--- src/rtl/fault_mon_pkg.sv ---
package fault_mon_pkg;
  typedef enum logic {
    SENSE_ABOVE = 1'b0,
    SENSE_BELOW = 1'b1
  } sense_e;
endpackage

--- src/rtl/fm_thr_cmp.sv ---
module fm_thr_cmp
  import fault_mon_pkg::*;
#(
  parameter int DATA_W = 16
) (
  input  logic [DATA_W-1:0] value_i,
  input  logic [DATA_W-1:0] thr_i,
  input  sense_e            sense_i,
  output logic              beyond_o
);
  always_comb begin
    if (sense_i == SENSE_BELOW) beyond_o = value_i < thr_i;
    else                        beyond_o = value_i > thr_i;
  end
endmodule

--- src/rtl/fm_persist_tmr.sv ---
module fm_persist_tmr #(
  parameter int CNT_W = 16
) (
  input  logic             clk_i,
  input  logic             rst_ni,
  input  logic             flush_i,
  input  logic             en_i,
  input  logic             qual_i,
  input  logic [CNT_W-1:0] limit_i,
  output logic             fire_o,
  output logic [CNT_W-1:0] cnt_o
);
  localparam logic [CNT_W-1:0] CntMax = {CNT_W{1'b1}};

  logic [CNT_W-1:0] cnt_q;

  assign fire_o = en_i && qual_i && (cnt_q >= limit_i);
  assign cnt_o  = cnt_q;

  always_ff @(posedge clk_i or negedge rst_ni) begin
    if (!rst_ni) begin
      cnt_q <= '0;
    end else if (flush_i || fire_o || (en_i && !qual_i)) begin
      cnt_q <= '0;
    end else if (en_i && qual_i && cnt_q != CntMax) begin
      cnt_q <= cnt_q + 1'b1;
    end
  end
endmodule

--- src/rtl/fault_chan_mon.sv ---
module fault_chan_mon
  import fault_mon_pkg::*;
#(
  parameter int DATA_W = 16,
  parameter int CNT_W  = 16
) (
  input  logic              clk_i,
  input  logic              rst_ni,
  input  logic              sample_i,
  input  logic [DATA_W-1:0] value_i,
  input  logic [DATA_W-1:0] trip_thr_i,
  input  logic [DATA_W-1:0] clr_thr_i,
  input  logic [CNT_W-1:0]  blank_cnt_i,
  input  logic [CNT_W-1:0]  clr_cnt_i,
  input  logic              min_mode_i,
  output logic              fault_o,
  output logic              pwm_off_o
);
  logic   fault_q;
  logic   trip_hit, clr_hit;
  logic   blank_fire, clr_fire;
  logic [CNT_W-1:0] blank_q, clrc_q;
  sense_e trip_sense, clr_sense;

  assign trip_sense = min_mode_i ? SENSE_BELOW : SENSE_ABOVE;
  // clear side looks the opposite way
  assign clr_sense  = min_mode_i ? SENSE_ABOVE : SENSE_BELOW;

  fm_thr_cmp #(.DATA_W(DATA_W)) u_trip_cmp (
    .value_i(value_i), .thr_i(trip_thr_i), .sense_i(trip_sense), .beyond_o(trip_hit)
  );

  fm_thr_cmp #(.DATA_W(DATA_W)) u_clr_cmp (
    .value_i(value_i), .thr_i(clr_thr_i), .sense_i(clr_sense), .beyond_o(clr_hit)
  );

  fm_persist_tmr #(.CNT_W(CNT_W)) u_blank_tmr (
    .clk_i(clk_i), .rst_ni(rst_ni), .flush_i(fault_q),
    .en_i(sample_i && !fault_q), .qual_i(trip_hit), .limit_i(blank_cnt_i),
    .fire_o(blank_fire), .cnt_o(blank_q)
  );

  fm_persist_tmr #(.CNT_W(CNT_W)) u_clr_tmr (
    .clk_i(clk_i), .rst_ni(rst_ni), .flush_i(!fault_q),
    .en_i(sample_i && fault_q), .qual_i(clr_hit), .limit_i(clr_cnt_i),
    .fire_o(clr_fire), .cnt_o(clrc_q)
  );

  always_ff @(posedge clk_i or negedge rst_ni) begin
    if (!rst_ni)         fault_q <= 1'b0;
    else if (blank_fire) fault_q <= 1'b1;
    else if (clr_fire)   fault_q <= 1'b0;
  end

  assign fault_o   = fault_q;
  assign pwm_off_o = fault_q;
endmodule

--- config.mk ---
export PLATFORM = sky130hd
export DESIGN_NAME = fault_chan_mon
export DESIGN_NICKNAME = d
export VERILOG_FILES = /design/src/rtl/fault_mon_pkg.sv /design/src/rtl/fm_thr_cmp.sv /design/src/rtl/fm_persist_tmr.sv /design/src/rtl/fault_chan_mon.sv
export SDC_FILE = /design/constraint.sdc
export NUM_CORES = 1
export LEC_CHECK = 0
export ABC_AREA = 0
export BUFFER_PORTS_ARGS = -buffer_cell sky130_fd_sc_hd__buf_2
export CORE_AREA = 2 2 96 98
export DETAILED_ROUTE_END_ITERATION = 10
export DIE_AREA = 0 0 98 100
export PLACE_DENSITY_LB_ADDON = 0.15
export RECOVER_POWER = 25
export SETUP_SLACK_MARGIN = 0.02
export SLEW_MARGIN = 20
export SYNTH_ARGS = -nofsm -noshare
export SYNTH_HDL_FRONTEND = slang
export SYNTH_SLANG_ARGS = --single-unit
--- constraint.sdc ---
create_clock -name clk_i -period 2.11 [get_ports clk_i]
set_input_delay 0.211 -clock clk_i [delete_from_list [all_inputs] [get_ports clk_i]]
set_output_delay 0.211 -clock clk_i [all_outputs]
set_load 0.05 [all_outputs]
Word-level counts from Yosys, hierarchy flattened. Index checks and enable logic that the tools add are counted.

Register bits after elaboration: 33. Logic and storage cells: 42. Output and inout port bits: 2. Input bits: 84.

Reductions and logical operators: 20. Add/sub/neg operators: 2. Magnitude comparators: 6. Equal/unequal tests: 2. Multiplexer cells: 9.

Operators with widths (number): $mux 16 (4); $add 16x1->16 const B (2); $ge 16x16->1 (2); $gt 16x16->1 (2); $lt 16x16->1 (2); $ne 16x16->1 const B (2); $logic_and 1x1->1 (10); $reduce_bool 2->1 (3); $mux 1 (5); $logic_or 1x1->1 (4); $logic_not 1->1 (3).

Depth between registers and ports, before layout.
Word-level depth: 7. Gate-level depth with buffers: 12. Gate-level depth less buffers: 9.

Hierarchy. A second synthesis with hierarchy kept.

Cell total of the unflattened synthesis: 413. Area total of the unflattened synthesis: 3545.9 um^2.

By module, submodules not included: fm_persist_tmr (sequential area each 400.4 um^2, instances 2, cells an instance 147, area each 1316.3 um^2); fm_thr_cmp (sequential area each 0.0 um^2, instances 2, cells an instance 56, area each 424.2 um^2); fault_chan_mon (sequential area each 25.0 um^2, instances 1, cells an instance 7, area each 65.1 um^2).

Worst setup path before layout. OpenSTA, ideal clock, no wires.

Path kind: reg2reg. Start: reg u_clr_tmr.cnt_q[6] (netlist: u_clr_tmr.cnt_o[6]). End: reg u_clr_tmr.cnt_q[14] (netlist: u_clr_tmr.cnt_o[14]). Data required time: 2.032 ns. Path slack: -0.210 ns. Cell stages (with the launch flop): 9. Arrival: 2.242 ns. Cell sequence: dfrtp_1 > ha_1 > and3_1 > a2111o_1 > a31o_2 > a221oi_1 > o21ai_1 > clkbuf_1 > a21oi_1.

Word-level cells in the longest chain between the ends: 5. Elaborated cells on any way between the ends: 10. Classes of those cells: 1 x add/sub; 1 x order compare; 1 x eq/ne; 2 x mux; 5 x reduce/logical.

Ends and longest elaborated chain: start, declared (RTL line fm_persist_tmr.sv:15) `logic [CNT_W-1:0] cnt_q;`; start signal, assigned (RTL line fm_persist_tmr.sv:26) `cnt_q <= cnt_q + 1'b1;`; $ge 16x16->1 (RTL line fm_persist_tmr.sv:17) `assign fire_o = en_i && qual_i && (cnt_q >= limit_i);`; $logic_and 1x1->1 (RTL line fm_persist_tmr.sv:17); $logic_or 1x1->1 (2 in a row) (RTL line fm_persist_tmr.sv:23) `end else if (flush_i || fire_o || (en_i && !qual_i)) begin`; $mux 16 or $reduce_bool 2->1 (tied branches).

Several ways; a longest one is shown, not always the timed one. The select of a mux whose other input is x is not followed. A chain may end at the register's enable or synchronous reset.

Final worst setup path.
Start: reg u_clr_tmr.cnt_q[5] (netlist: u_clr_tmr.cnt_o[5]). End: reg u_clr_tmr.cnt_q[6] (netlist: u_clr_tmr.cnt_o[6]).

The elaborated chain is that of the path after synthesis.

==> flow_metrics.tcl <==
set metrics [dict create \
    status "finished, violations left" \
    violations "max-capacitance violations, max-slew violations, negative setup slack" \
    num_io_pins 86 \
    clkLatencyLatePin_ns 0.28 \
    critPathMaxFanout 8 \
    postRouteAntennaNets 0 \
    r2r_start "u_clr_tmr.cnt_o[5]" \
    grt_pass1_wl_mm 16.95 \
    layout-drive-gt1-share_pct 44.43 \
    leakagePower_nw 2.522 \
    synth_ff_type "dfrtp_1" \
    viasPerCell 5.390 \
    core_area_sq_mm 0.008890 \
    cts.clk_slew.worst_paths_ns 0.08 \
    peakVddDrop_v 0.0002618 \
    crit_arrival_ns 2.40 \
    relSlewSlack_pct -26.49 \
    syn_inst 443 \
    path_delay_family "compound AO/OA/AOI/OAI gates" \
    cts.path.max_buffers 2 \
    drc 0 \
    ys_seq_elements 33 \
    drv_cap 1 \
    diodes 0 \
    grt_pass1_vias 3771 \
    cp_slowest_cell "dfrtp_1" \
    start_util_pct 40.44 \
    synth_enable_flop_cells 0 \
    critical_path_class "register to register" \
    fin_nets 741 \
    ys_warn_count 0 \
    crit_chain "ha_1 -> and3_4 -> a2111o_1 -> a31o_4 -> a221oi_4 -> o21ai_4 -> buf_12 -> a21oi_2" \
    hp-class "primary input to register" \
    dieArea_sq_mm 0.009800 \
    wire_per_inst_um 14.30 \
    cts_tree "yes" \
    synth_cell_types 55 \
    finClkSkew_ns 0.008294 \
    cpPeakStageDelay_ns 0.39 \
    fp.dieH_um 100 \
    synth_fp_nets 593 \
    cp-start-kind "register" \
    worstMarginPinSlew_ns 1.897 \
    antenna_found_initial 0 \
    avgSynthCellArea_sq_um 8.114 \
    startpoint "u_clr_tmr.cnt_o[5]" \
    synthToLayoutAreaGrowth_pct 49.67 \
    dieWidth_um 98 \
    rsz0062_at_grt "true" \
    setup_viol 16 \
    setup_ws_ns -0.07440 \
    root_buffer "clkbuf_8" \
    first_iter_violations 124 \
    syn-cell-area_sq_mm 0.003595 \
    yosysSeqAreaShare_pct 22.97 \
    vias 3789 \
    grt_util_all_layers_pct 20.79 \
    postLayoutCoreUtil_pct 60.52 \
    worstHoldStart "sample_i" \
    routabilityCongestion 0.8903 \
    synthArstFlopShare_pct 100.0 \
    cp.required_ns 2.33 \
    drt_pass1_iterations 4 \
    cts_inserted_buffers 5 \
    fin_tns_setup_ns -1.033 \
    period_share_pct 103.5 \
    endpoint_kind "register" \
    total_power_mw 1.943 \
    hpwl_mm 7.958 \
    fin_crit_ns 2.184 \
    htreeDepth 2 \
    clock-sinks 33 \
    row_count 35 \
    cp_num_buf_inv 1 \
    fmax_mhz 457.8 \
    grt_overflow 0 \
    port_buffers 85 \
    grt_max_degree 34 \
    hold_viol_final 0 \
    powerDensity_mw_per_mm2 361.1 \
    drt-total-wl_mm 10.06 \
    slew_viol_final 34 \
]
cell families after synthesis:
| logic type | Yosys count | synth area share (%) |
|---|---|---|
| compound gates | 119 | 21.41 |
| mux | 4 | 1.149 |
| buf+inv | 77 | 8.632 |
| simple gates | 138 | 21.41 |
| xor+xnor | 6 | 1.462 |
| fa+ha+maj | 66 | 22.97 |
| flops | 33 | 22.97 |
synth_stat cells, types with 3 or more instances:
| master | instances | area [sq um] |
|---|---|---|
| and3_1 | 4 | 25.02 |
| a21o_1 | 9 | 67.56 |
| o41ai_1 | 3 | 26.28 |
| nand2b_1 | 4 | 25.02 |
| o21ai_0 | 21 | 105.1 |
| nand2_1 | 30 | 112.6 |
| nand4_1 | 21 | 131.4 |
| o31ai_1 | 9 | 67.56 |
| dfrtp_1 | 33 | 825.8 |
| inv_1 | 70 | 262.8 |
| a21oi_1 | 47 | 235.2 |
| nor3_1 | 6 | 30.03 |
| a31o_2 | 4 | 35.03 |
| mux2i_1 | 3 | 30.03 |
| and4_1 | 3 | 26.28 |
| nor2b_1 | 4 | 25.02 |
| or3_1 | 13 | 81.33 |
| or4_1 | 7 | 52.55 |
| nor2_1 | 19 | 71.32 |
| ha_1 | 66 | 825.8 |
| nand3_1 | 14 | 70.07 |
| and2_1 | 3 | 18.77 |
| xnor2_1 | 6 | 52.55 |
power by group:
group | switching, mW | total (mW) | internal [mW] | leakage [nW]
clock | 0.248 | 0.477 | 0.229 | 0.0450
combinational | 0.414 | 0.797 | 0.383 | 2.02
sequential | 0.0238 | 0.669 | 0.646 | 0.458
total | 0.685 | 1.94 | 1.26 | 2.52
tightest hold or removal path, delay by kind of cell:
family	cells	cell delay, ns
AND/OR/NAND/NOR	1	0.07
AO/OA/AOI/OAI	2	0.20
buffers and inverters	1	0.13
flip-flops by register name, indices dropped and copies added (netlist names):
name	count
fault_o	1
u_blank_tmr.cnt_o	16
u_clr_tmr.cnt_o	16
layout by cell type (no fill, tap or decap), types with 3 or more instances in the layout:
cell      instances
a21o_1            9
a21oi_1          21
a21oi_2          26
a221oi_2          3
a31o_2            3
and2_1            3
and3_1            3
and4_1            3
buf_12            3
buf_2            84
buf_4            58
clkbuf_8          5
dfrtp_1          32
ha_1             41
ha_4             24
inv_1            54
inv_2            11
inv_4             4
nand2_1          30
nand2b_1          4
nand3_1          12
nand4_1          21
nor2_1           14
nor2_2            3
nor2b_1           4
nor3_1            4
nor3_2            3
o21ai_0          17
o21ai_1           3
o21ai_2           3
o31ai_1           6
or3_1            13
or4_1             7
xnor2_1           6
layout make-up:
cell class	instances	area, sq um
Multi-Input combinational cell	333	3088
Sequential cell	33	827.0
Tap cell	111	138.9
Clock inverter	2	10.01
Clock buffer	6	72.57
Fill cell	816	3510
Inverter	70	285.3
Timing Repair Buffer	148	958.4
repair_timing:
action,CTS,global route
gates resized for setup,38,13
setup endpoints to repair,33,33
cloned,1,0
hold buffers,0,0
buffers inserted,2,1
pin swaps,19,4
metal layers:
metal	vias up	wire (um)	GRT usage, %
met5	-	0	0
met4	0	80	4.274
met3	6	411	2.855
met2	93	4982	38.04
met1	1767	4580	26.22
li1	1923	-	-
per-stage QoR:
stage,setup slack [ns],std cells,hold slack (ns),instance area (sq um)
finish,-0.07440,703,0.3604,5380
floorplan,-0.07068,443,-0.08459,4015
global route,-0.1859,703,0.3801,5380
global placement,-0.2571,691,0.3371,4996
detailed placement,-0.2946,691,0.3345,4996
CTS,-0.09749,702,0.02152,5289
path summary, 6_finish.rpt:
check,to,slack [ns],cells after the start
max in group asynchronous,fault_o,0.43,1
max reg2reg,u_clr_tmr.cnt_o[6],-0.07,8
max,u_clr_tmr.cnt_o[6],-0.07,8
min in group asynchronous,u_blank_tmr.cnt_o[3],0.43,1
min reg2reg,u_blank_tmr.cnt_o[9],0.62,2
min,fault_o,0.36,4
No activity file was read; power rests on OpenSTA's default activity.
